## src/rtl/usb_in_pkg.sv

```systemverilog
`timescale 1ns/1ps
// Shared definitions for the IN endpoint bank controller.
// Assumes: byte-wide data path on both sides.
package usb_in_pkg;
    localparam int DATA_W = 8;

    // Host-side packet sequencing states
    typedef enum logic [1:0] {
        HS_IDLE = 2'd0,
        HS_SEND = 2'd1,
        HS_WAIT = 2'd2
    } host_state_e;
endpackage

```

## src/rtl/usb_in_bank_mem.sv

```systemverilog
`timescale 1ns/1ps
// Bank storage: NUM_BANKS arrays of BANK_BYTES bytes.
// One synchronous write port and one combinational read port.
// Assumes: indices are kept in range by the callers; contents are not reset.
module usb_in_bank_mem #(
    parameter int NUM_BANKS  = 2,
    parameter int BANK_BYTES = 64,
    parameter int IDX_W      = 6,
    parameter int DATA_W     = 8
) (
    input  logic              clk,
    input  logic              we,
    input  logic              wbank,
    input  logic [IDX_W-1:0]  widx,
    input  logic [DATA_W-1:0] wdata,
    input  logic              rbank,
    input  logic [IDX_W-1:0]  ridx,
    output logic [DATA_W-1:0] rdata
);
    logic [DATA_W-1:0] store [NUM_BANKS][BANK_BYTES];

    // Store one byte from the firmware side
    always_ff @(posedge clk) begin
        if (we) begin
            store[wbank][widx] <= wdata;
        end
    end

    // Present the byte the host side points at
    assign rdata = store[rbank][ridx];
endmodule

```

## src/rtl/usb_in_cpu_ctrl.sv

```systemverilog
`timescale 1ns/1ps
// Firmware-side control: owns the CPU bank pointer, per-bank byte counts,
// per-bank commit flags, the ready flag and the release / write-allowed bits.
// Assumes: free_vld only names a committed bank, which is never the bank
// being written, so count updates never collide.
module usb_in_cpu_ctrl #(
    parameter int NUM_BANKS  = 2,
    parameter int BANK_BYTES = 64,
    parameter int CNT_W      = 7,
    parameter int IDX_W      = 6
) (
    input  logic                            clk,
    input  logic                            rst_n,
    input  logic                            ep_enable,
    input  logic                            cpu_data_we,
    input  logic                            cpu_rdy_we,
    input  logic                            cpu_rdy_wdata,
    input  logic                            cpu_rel_we,
    input  logic                            cpu_rel_wdata,
    input  logic                            free_vld,
    input  logic                            free_bank,
    output logic                            rdy_flag,
    output logic                            rel_bit,
    output logic                            wr_allow,
    output logic                            mem_we,
    output logic                            mem_bank,
    output logic [IDX_W-1:0]                mem_idx,
    output logic [NUM_BANKS-1:0]            committed,
    output logic [NUM_BANKS-1:0][CNT_W-1:0] bank_cnt
);
    logic                 cpu_ptr, cpu_ptr_n, ptr_step;
    logic                 announced, announced_n, base_ann;
    logic                 commit, avail_n, set_ev, rdy_n;
    logic [NUM_BANKS-1:0] cmt_n;

    // Pointer advance: toggles with two banks, stays on bank 0 with one
    generate
        if (NUM_BANKS == 2) begin : g_two_banks
            assign ptr_step = ~cpu_ptr;
        end else begin : g_one_bank
            assign ptr_step = 1'b0;
        end
    endgenerate

    // Status bits and accepted firmware actions for this cycle
    always_comb begin
        rel_bit  = ep_enable && !committed[cpu_ptr];
        wr_allow = rel_bit && (bank_cnt[cpu_ptr] < CNT_W'(BANK_BYTES));
        mem_we   = cpu_data_we && wr_allow;
        mem_bank = cpu_ptr;
        mem_idx  = bank_cnt[cpu_ptr][IDX_W-1:0];
        commit   = cpu_rel_we && !cpu_rel_wdata && rel_bit;
    end

    // Next ownership and ready flag, looking ahead so a commit onto a free
    // bank, or a host release onto a blocked CPU, raises the flag at once
    always_comb begin
        cmt_n = committed;
        if (commit)   cmt_n[cpu_ptr]   = 1'b1;
        if (free_vld) cmt_n[free_bank] = 1'b0;
        cpu_ptr_n   = commit ? ptr_step : cpu_ptr;
        base_ann    = announced && !commit;
        avail_n     = ep_enable && !cmt_n[cpu_ptr_n];
        set_ev      = avail_n && !base_ann;
        rdy_n       = ep_enable && (set_ev || (rdy_flag && !(cpu_rdy_we && !cpu_rdy_wdata)));
        announced_n = ep_enable && (base_ann || set_ev);
    end

    // Register ownership, pointer, flags and byte counts
    always_ff @(posedge clk) begin
        if (!rst_n) begin
            committed <= '0;
            cpu_ptr   <= 1'b0;
            announced <= 1'b0;
            rdy_flag  <= 1'b0;
            bank_cnt  <= '0;
        end else begin
            committed <= cmt_n;
            cpu_ptr   <= cpu_ptr_n;
            announced <= announced_n;
            rdy_flag  <= rdy_n;
            if (mem_we)   bank_cnt[cpu_ptr]   <= bank_cnt[cpu_ptr] + CNT_W'(1);
            if (free_vld) bank_cnt[free_bank] <= '0;
        end
    end
endmodule

```

## src/rtl/usb_in_host_tx.sv

```systemverilog
`timescale 1ns/1ps
// Host-side sequencer: answers IN tokens with NAK or with a packet read
// from the bank at the host pointer, then frees that bank on ACK.
// Assumes: tokens arriving while a packet streams out are dropped.
module usb_in_host_tx
    import usb_in_pkg::*;
#(
    parameter int NUM_BANKS = 2,
    parameter int CNT_W     = 7,
    parameter int IDX_W     = 6
) (
    input  logic                            clk,
    input  logic                            rst_n,
    input  logic                            in_token,
    input  logic                            host_ack,
    input  logic [NUM_BANKS-1:0]            committed,
    input  logic [NUM_BANKS-1:0][CNT_W-1:0] bank_cnt,
    input  logic [DATA_W-1:0]               rd_data,
    output logic                            rd_bank,
    output logic [IDX_W-1:0]                rd_idx,
    output logic                            free_vld,
    output logic                            free_bank,
    output logic                            tx_nak,
    output logic                            tx_start,
    output logic [CNT_W-1:0]                tx_len,
    output logic                            tx_valid,
    output logic [DATA_W-1:0]               tx_data,
    output logic                            tx_last
);
    host_state_e      state;
    logic             host_ptr, ptr_step, cur_cmt, last_byte;
    logic [CNT_W-1:0] idx, cur_len;

    // Pointer advance variant picked by the bank count
    generate
        if (NUM_BANKS == 2) begin : g_two_banks
            assign ptr_step = ~host_ptr;
        end else begin : g_one_bank
            assign ptr_step = 1'b0;
        end
    endgenerate

    // Current bank view, read address and release request
    always_comb begin
        cur_len   = bank_cnt[host_ptr];
        cur_cmt   = committed[host_ptr];
        rd_bank   = host_ptr;
        rd_idx    = idx[IDX_W-1:0];
        last_byte = (idx + CNT_W'(1)) == cur_len;
        free_vld  = (state == HS_WAIT) && host_ack && !in_token;
        free_bank = host_ptr;
    end

    // Token handling, byte streaming and ACK bookkeeping
    always_ff @(posedge clk) begin
        if (!rst_n) begin
            state    <= HS_IDLE;
            host_ptr <= 1'b0;
            idx      <= '0;
            tx_nak   <= 1'b0;
            tx_start <= 1'b0;
            tx_len   <= '0;
            tx_valid <= 1'b0;
            tx_data  <= '0;
            tx_last  <= 1'b0;
        end else begin
            tx_nak   <= 1'b0;
            tx_start <= 1'b0;
            tx_valid <= 1'b0;
            tx_last  <= 1'b0;
            case (state)
                HS_SEND: begin
                    tx_valid <= 1'b1;
                    tx_data  <= rd_data;
                    tx_last  <= last_byte;
                    idx      <= idx + CNT_W'(1);
                    if (last_byte) state <= HS_WAIT;
                end
                default: begin
                    if (in_token) begin
                        if (cur_cmt) begin
                            tx_start <= 1'b1;
                            tx_len   <= cur_len;
                            idx      <= '0;
                            state    <= (cur_len == '0) ? HS_WAIT : HS_SEND;
                        end else begin
                            tx_nak <= 1'b1;
                        end
                    end else if (free_vld) begin
                        state    <= HS_IDLE;
                        host_ptr <= ptr_step;
                    end
                end
            endcase
        end
    end
endmodule

```

## src/rtl/usb_in_bank_ctrl.sv

```systemverilog
`timescale 1ns/1ps
// USB IN endpoint bank controller, top level.
// Ties the firmware-side control, the bank storage and the host-side
// sequencer together. Assumes NUM_BANKS is 1 or 2 and that the host side
// issues one-cycle token and ACK pulses.
module usb_in_bank_ctrl
    import usb_in_pkg::*;
#(
    parameter int  NUM_BANKS  = 2,
    parameter int  BANK_BYTES = 64,
    localparam int CNT_W      = $clog2(BANK_BYTES + 1)
) (
    input  logic              clk,
    input  logic              rst_n,
    input  logic              ep_enable,
    input  logic              irq_en,
    input  logic              cpu_data_we,
    input  logic [DATA_W-1:0] cpu_data,
    input  logic              cpu_rdy_we,
    input  logic              cpu_rdy_wdata,
    input  logic              cpu_rel_we,
    input  logic              cpu_rel_wdata,
    output logic              bank_ready,
    output logic              bank_release,
    output logic              write_allowed,
    output logic              irq,
    input  logic              in_token,
    input  logic              host_ack,
    output logic              tx_nak,
    output logic              tx_start,
    output logic [CNT_W-1:0]  tx_len,
    output logic              tx_valid,
    output logic [DATA_W-1:0] tx_data,
    output logic              tx_last
);
    localparam int IDX_W = (BANK_BYTES > 1) ? $clog2(BANK_BYTES) : 1;

    logic                            mem_we, mem_bank, rd_bank;
    logic [IDX_W-1:0]                mem_idx, rd_idx;
    logic [DATA_W-1:0]               rd_data;
    logic                            free_vld, free_bank;
    logic [NUM_BANKS-1:0]            committed;
    logic [NUM_BANKS-1:0][CNT_W-1:0] bank_cnt;

    usb_in_cpu_ctrl #(
        .NUM_BANKS (NUM_BANKS),
        .BANK_BYTES(BANK_BYTES),
        .CNT_W     (CNT_W),
        .IDX_W     (IDX_W)
    ) i_cpu_ctrl (
        .clk          (clk),
        .rst_n        (rst_n),
        .ep_enable    (ep_enable),
        .cpu_data_we  (cpu_data_we),
        .cpu_rdy_we   (cpu_rdy_we),
        .cpu_rdy_wdata(cpu_rdy_wdata),
        .cpu_rel_we   (cpu_rel_we),
        .cpu_rel_wdata(cpu_rel_wdata),
        .free_vld     (free_vld),
        .free_bank    (free_bank),
        .rdy_flag     (bank_ready),
        .rel_bit      (bank_release),
        .wr_allow     (write_allowed),
        .mem_we       (mem_we),
        .mem_bank     (mem_bank),
        .mem_idx      (mem_idx),
        .committed    (committed),
        .bank_cnt     (bank_cnt)
    );

    usb_in_bank_mem #(
        .NUM_BANKS (NUM_BANKS),
        .BANK_BYTES(BANK_BYTES),
        .IDX_W     (IDX_W),
        .DATA_W    (DATA_W)
    ) i_bank_mem (
        .clk  (clk),
        .we   (mem_we),
        .wbank(mem_bank),
        .widx (mem_idx),
        .wdata(cpu_data),
        .rbank(rd_bank),
        .ridx (rd_idx),
        .rdata(rd_data)
    );

    usb_in_host_tx #(
        .NUM_BANKS(NUM_BANKS),
        .CNT_W    (CNT_W),
        .IDX_W    (IDX_W)
    ) i_host_tx (
        .clk      (clk),
        .rst_n    (rst_n),
        .in_token (in_token),
        .host_ack (host_ack),
        .committed(committed),
        .bank_cnt (bank_cnt),
        .rd_data  (rd_data),
        .rd_bank  (rd_bank),
        .rd_idx   (rd_idx),
        .free_vld (free_vld),
        .free_bank(free_bank),
        .tx_nak   (tx_nak),
        .tx_start (tx_start),
        .tx_len   (tx_len),
        .tx_valid (tx_valid),
        .tx_data  (tx_data),
        .tx_last  (tx_last)
    );

    // Interrupt: ready flag gated by its enable
    assign irq = bank_ready && irq_en;
endmodule

```

## config.mk

```make
export PLATFORM = sky130hd
export DESIGN_NAME = usb_in_bank_ctrl
export DESIGN_NICKNAME = d
export VERILOG_FILES = /design/src/rtl/usb_in_pkg.sv /design/src/rtl/usb_in_bank_mem.sv /design/src/rtl/usb_in_cpu_ctrl.sv /design/src/rtl/usb_in_host_tx.sv /design/src/rtl/usb_in_bank_ctrl.sv
export SDC_FILE = /design/constraint.sdc
export NUM_CORES = 1
export LEC_CHECK = 0
export CAP_MARGIN = 10
export CORE_ASPECT_RATIO = 0.6
export CORE_MARGIN = 8
export CORE_UTILIZATION = 67
export DETAILED_ROUTE_END_ITERATION = 10
export GPL_TIMING_DRIVEN = 0
export PLACE_DENSITY = 0.9
export REMOVE_ABC_BUFFERS = 1
export SYNTH_ARGS = -nofsm -noshare
export SYNTH_HDL_FRONTEND = slang
export SYNTH_HIERARCHICAL = 1
export SYNTH_SLANG_ARGS = --single-unit
export TNS_END_PERCENT = 10
```

## constraint.sdc

```tcl
create_clock -name clk -period 6 [get_ports clk]
set_clock_uncertainty 0.05 [all_clocks]
set_input_delay 1.8 -clock clk [delete_from_list [all_inputs] [get_ports clk]]
set_output_delay 1.8 -clock clk [all_outputs]
set_load 0.01 [all_outputs]
```

Word level (Yosys, flattened, before mapping)
Memories as Yosys holds them, arrays and structs flattened. A register that Yosys moved wholly into a read port is not among the register bits.
Cells that the tools add are included.
- flip-flop bits (word level): 48
- memories kept: 1
- bits in writable memories: 1024
- logic and storage cells: 128
- bits in latches: 0
- output and inout port bits: 23
- ROM bits: 0
- memories (name ; words ; width ; read ports ; clocked after Yosys merged registers in ; wr ports ; RTL line ; text):
    i_bank_mem.store ; 2 ; 512 ; 1 ; 1 ; 1 ; usb_in_bank_mem.sv:20 ; logic [DATA_W-1:0] store [NUM_BANKS][BANK_BYTES];
- reductions and logical operators: 38
- $mul: 0
- order comparisons: 9
- shift operators: 0
- div/mod/pow operators: 0
- muxes and demuxes: 46
- $add $sub $neg: 2
- bitwise logic cells: 12
- equality and inequality tests: 5
- operators with widths (kind ; number):
    512-bit 2-to-1 mux ; 1
    7-bit 2-to-1 mux ; 9
    8-bit binary-select mux with 6-bit select ; 1
    8-bit demux with 6-bit select ; 1
    14-bit 2-to-1 mux ; 3
    8-bit 2-to-1 mux ; 3
    1-bit logical AND ; 18
    2-bit 2-to-1 mux ; 8
    1-bit 2-to-1 mux ; 15
    7-bit by 1-bit adder with 7-bit output (second input constant) ; 2
    14-bit bitwise AND ; 1
    14-bit bitwise mux ; 1
    7-bit demux with 1-bit select ; 2
    7-bit >= comparator (second input constant) ; 2
    14-bit inverter ; 1
    6-bit inverter with 7-bit output ; 2
    3-bit AND reduction ; 3
    1-bit logical NOT ; 8
    7-bit equality test ; 1
    7-bit logical NOT ; 1
    7-bit by 1-bit < comparator with 1-bit output (second input constant) ; 1
    7-bit < comparator (second input constant) ; 1
    1-bit by 2-bit < comparator with 1-bit output (second input constant) ; 3
    1-bit inverter ; 5
    other kinds (14) ; 19

Longest topological paths before layout
- word-level depth: 15
- depth in mapped cells: 10
- depth with buffers taken out: 7

By module
The synthesis kept the hierarchy.
- modules (own cells, without submodules) (module ; cells an instance ; times used ; area an instance (µm²)):
    usb_in_bank_mem ; 1614 ; 1 ; 39425.3
    usb_in_host_tx ; 170 ; 1 ; 1462.7
    usb_in_cpu_ctrl ; 118 ; 1 ; 980.9
    usb_in_bank_ctrl ; 1 ; 1 ; 6.3

Worst setup path after synthesis
No wires, ideal clock.
- kind: input port to output port
- start point: input ep_enable
- end point: output bank_release
- data required time: 4150 ps
- arrival time: 2032 ps
- stages: 2
- buffers on the path: 0
- slack: 2118 ps
- cells stage by stage: inv_1 nor2_1
- longest elaborated chain between the ends: 1
- ends and longest elaborated chain (element ; RTL line ; text):
    start, declared ; usb_in_bank_ctrl.sv:15 ; input logic ep_enable,
    1-bit logical AND ; usb_in_cpu_ctrl.sv:47 ; rel_bit = ep_enable && !committed[cpu_ptr];
    end, declared ; usb_in_bank_ctrl.sv:24 ; output logic bank_release,
No other way between the ends.

Worst setup path in the final report
- start point: input ep_enable
- end point: output write_allowed
- longest elaborated chain between the ends: 2
- ends and longest elaborated chain (element ; RTL line ; text):
    1-bit logical AND ; usb_in_cpu_ctrl.sv:47 ;
    1-bit logical AND ; usb_in_cpu_ctrl.sv:48 ; wr_allow = rel_bit && (bank_cnt[cpu_ptr] < CNT_W'(BANK_BYTES));
    end, declared ; usb_in_bank_ctrl.sv:25 ; output logic write_allowed,
No other way between the ends.

==> results list <==
- Setup slack on the critical path of the routed design comes to 0.879 ns.
- Among all flip-flop cells after synthesis, the most frequent one is edfxtp_1.
- Pins over their slew limit: 0
- Summing the areas of all and, or, nand and nor instances in the mapped netlist gives 2.92% of the synthesized area.
- The worst register-to-register path has a setup slack of 1.42 ns.
- In this run, post-CTS hold repair placed 0 buffers.
- Setup violations remaining at the end of the flow were counted as 0.
- Grt ovf: 0
- Dominant combinational cell family by area after synthesis: multiplexers
* Worst endpoint required time: 4.15 ns
- The root buffer cell chosen for the clock tree is clkbuf_16.
- GPL Wtd Cong: 0.856
- Worst path top cell family by delay: buffers and inverters
* Critical-path top delay cell: clkdlybuf4s50_1
* Count of buffering cells on the critical path with inverters included: 3
- Met3 layer usage reported by global route: 8.73%
- The floorplan has 71 rows.
* Drt first-iter violations: 3949
* Number of storage elements in the synthesis netlist: 1072
* Detailed-route wire length: 107000 um
- In this run, post-CTS repair resized a total of 0 instances.
* Async set-reset flop share out of synthesis: 0%
- In this run the critical register-to-register path is launched from i_cpu_ctrl/mem_bank.
- Number of nets with antenna violations after routing: 0
* Met1 Use GR: 44.7%
- Max Buffers Root-to-Sink: 3
- Data arrival time of the critical path: 3.27 ns
- The total count of hold-check failures in the final report was 0.
* Final Non-Filler Cells: 2867
- The number of antenna violations at the first check in global routing is 13.
- Mean instance size in the synthesized netlist: 22.0 um^2
- At the placement stage, the worst setup path has a slack of 0.541 ns.
* Post-synthesis sequential area ratio: 75.7%
* Total design power: 15.1 mW
* Gr usage total: 30.3%
- Fill count: 3223
- The synthesized design contains 1024 enable-type register cells.
- After clock tree synthesis, the clock-pin slew on the worst setup and hold paths is 0.07 ns.
- Of all nets on the critical path, the largest fanout is 7.
- Summing every instance area after synthesis gives 41900 um^2.
* Startpoint of the most critical hold path: i_host_tx/tx_data[6]
- Crit share post-route: 85.4%
- Syn Inst Count: 1903
- Count of cells along the worst register-to-register path: 4
- Slowest Stage Delay on Critical Path: 0.63 ns
- The routed design could run at a clock period as short as 5.12 ns.
* Total via count after detailed routing: 21.5k
- Met2 Track Usage GR: 45.3%
* Average wire per cell in the routed design: 37.5 um
- Adder and majority gate portion of the synthesized area: 0.0598%
* Total setup buffers inserted after CTS: 0
* Static leakage: 13.7 nW
- For hold timing, the worst endpoint is i_host_tx/tx_data[6].
- Final hold analysis gives a worst-case slack of 0.420 ns.
- CORE AREA: 62300 um^2
* HPWL reported at the end of detailed placement: 61000 um
* Status: finished clean
- Proportion of layout cells with a drive suffix above 1: 25.6%
- The min-delay analysis places its worst path in the category reg -> reg.
- Initial Utilization: 67.2%
* DRC Markers: 0
- The die covers 71000 um^2.
- Pin count of the biggest net entering global routing: 96
- Placed cells: 2702
* Startpoint-to-endpoint class of the critical path: in -> out
* Die H: 210 um
* Worst flop-to-flop path endpoint: i_bank_mem/store[1][264]
- Die W: 339 um
- Slew at the pin closest to its max-slew limit: 1.40 ns
- For this run, the post-layout net count is 1976.
- Number of unique standard cell types used by synthesis: 60
- Total power per unit cell area: 326 nW/um^2
* IO Count: 42
- The worst hold path was traced through 2 stages.
* Port Buffers: 41
- IR analysis of the VDD net gives a maximum drop of 0.270 mV.
- Global-route layer with the greatest usage: met2
- The tool flagged a number of max-cap violations equal to 0.
- The via count of the first global-routing pass is 21.1k.
- At the later pin of the worst-skew pair, clock insertion delay measures 0.67 ns.
- The Yosys step of the flow raised 6 warnings.
- The worst pin sits at a relative slew slack of 6.40%.
- Setup repair after global routing left no endpoint under its margin.
- Compared with the post-synthesis result, the final layout area differs by 10.4%.
- Of the post-synthesis cell area, the part taken by muxes is 18.7%.
- Type of element capturing the critical path: output port
- H-tree levels: 3
- The first global-routing pass estimated 153000 um of wire.
- The synthesized netlist devotes 1.04% of its cell area to compound gates.
* Upper clock frequency limit: 195 MHz
- Sequence of cells on the critical path: clkdlybuf4s50_1, inv_1, nor2_1, clkdlybuf4s50_1
- Synthesized-area fraction occupied by xor and xnor cells: 0.314%
- Number of vias per cell: 7.49
- The cell that appears most often on the critical path is clkdlybuf4s50_1.
- Before antenna repair, the detailed router went through 6 iterations.
* Sink Count: 1072
- Sort of element at the start of the critical path: primary input
- TritonCTS created 90 clock buffers.
- TritonCTS built the clock tree.
## synthesized netlist by cell type, types with 9 or more instances
cell         n  share of area, %
a211oi_1     9              0.16
clkbuf_1    43              0.39
edfxtp_1  1024                73
xnor2_1     12              0.25
nor2b_1     10              0.15
dfxtp_1     48               2.3
nand2_1     44              0.39
buf_4       15              0.27
a21oi_1     20              0.24
mux4_2     336                18
mux2_2      13              0.35
buf_1       20              0.18
nor2_1     161               1.4
nand3_1     19              0.23
mux2i_1      9              0.22
buf_2       21              0.25
## cell families (layout without fill, tap and decap cells)
family	Yosys count	after routing
AOI/OAI and AO/OA	67	67
buffers and inverters	110	231
other	0	4
and+or+nand+nor	277	277
adders and majority gates	2	2
xor gates and xnor gates	15	15
DFF	1072	1072
muxes	360	360
## where the power goes
| part | internal, mW | total (mW) | switching, mW | leakage, nW |
|---|---|---|---|---|
| sequential | 8.21 | 8.28 | 0.0693 | 9.59 |
| combinational | 0.478 | 1.08 | 0.607 | 2.70 |
| clock | 3.07 | 5.72 | 2.64 | 1.38 |
## tightest hold or removal path, cell delays in order (launching register included)
cell and delay [ns]:
dfxtp_1 0.32, nand2_1 0.05, a21oi_1 0.05
## layout by cell type, fill, tap and decap left out, types with 6 or more instances in the layout
master	n
a211oi_1	9
buf_16	21
clkinv_1	12
clkdlybuf4s50_1	33
clkbuf_1	23
dfxtp_1	43
nand4_1	6
nor2b_1	10
mux2_2	13
mux2i_1	9
nor2_1	161
a21oi_1	20
nand2_1	44
and3_1	7
nand3_1	19
o21ai_0	7
inv_1	8
clkbuf_16	93
xnor2_1	12
clkinv_2	17
mux4_2	336
o21ai_1	7
edfxtp_1	1024
buf_4	8
## cell type report
cell class | count | area, um^2 | area share (%)
Sequential cell | 1072 | 31700 | 68.6
Clock inverter | 40 | 334 | 0.723
Multi-Input combinational cell | 721 | 9650 | 20.9
Tap cell | 839 | 1050 | 2.27
Timing Repair Buffer | 62 | 968 | 2.09
Inverter | 8 | 30.0 | 0.0649
Clock buffer | 121 | 2470 | 5.34
Antenna cell | 4 | 10.0 | 0.0216
## through the flow
| step | util, % | area [um^2] | TNS (ns) |
|---|---|---|---|
| after floorplan | - | 41400 | -282.46 |
| after global routing | 74.2 | 46200 | 0 |
| after CTS | 74.2 | 46200 | 0 |
| after global placement | 68.8 | 42800 | -685.18 |
| final | 74.2 | 46200 | 0 |
| after detailed placement | 69.7 | 43400 | 0 |
## how the worst max path moves through the flow
| stage | end | slack [ns] | depth (start not counted) | start |
|---|---|---|---|---|
| after CTS | bank_release | 0.90 | 4 | ep_enable |
| after detailed placement | i_bank_mem/store[0][59] | 0.54 | 6 | ep_enable |
| final | write_allowed | 0.88 | 4 | ep_enable |
| after global placement | i_host_tx/state[0] | -12.49 | 5 | i_host_tx/free_bank |
| after floorplan | i_host_tx/tx_data[0] | -7.02 | 6 | i_host_tx/free_bank |
| after global routing | bank_release | 0.81 | 4 | ep_enable |
## state kept, by name, indices dropped and copies added (netlist names)
register,flops
i_cpu_ctrl/bank_cnt,14
i_host_tx/tx_start,1
i_host_tx/free_bank,1
i_cpu_ctrl/announced,1
i_cpu_ctrl/rdy_flag,1
i_bank_mem/store,1024
i_host_tx/state,2
i_host_tx/tx_nak,1
i_host_tx/idx,7
i_cpu_ctrl/committed,2
i_host_tx/tx_data,8
i_host_tx/tx_valid,1
i_cpu_ctrl/mem_bank,1
i_host_tx/tx_last,1
i_host_tx/tx_len,7
## layer usage
| metal | wire (um) | part of all wire (%) |
|---|---|---|
| met5 | 19 | 0.018 |
| met2 | 48900 | 46 |
| met3 | 16600 | 15 |
| met4 | 3210 | 3.0 |
| met1 | 38700 | 36 |
No activity file was read; power rests on OpenSTA's default activity.
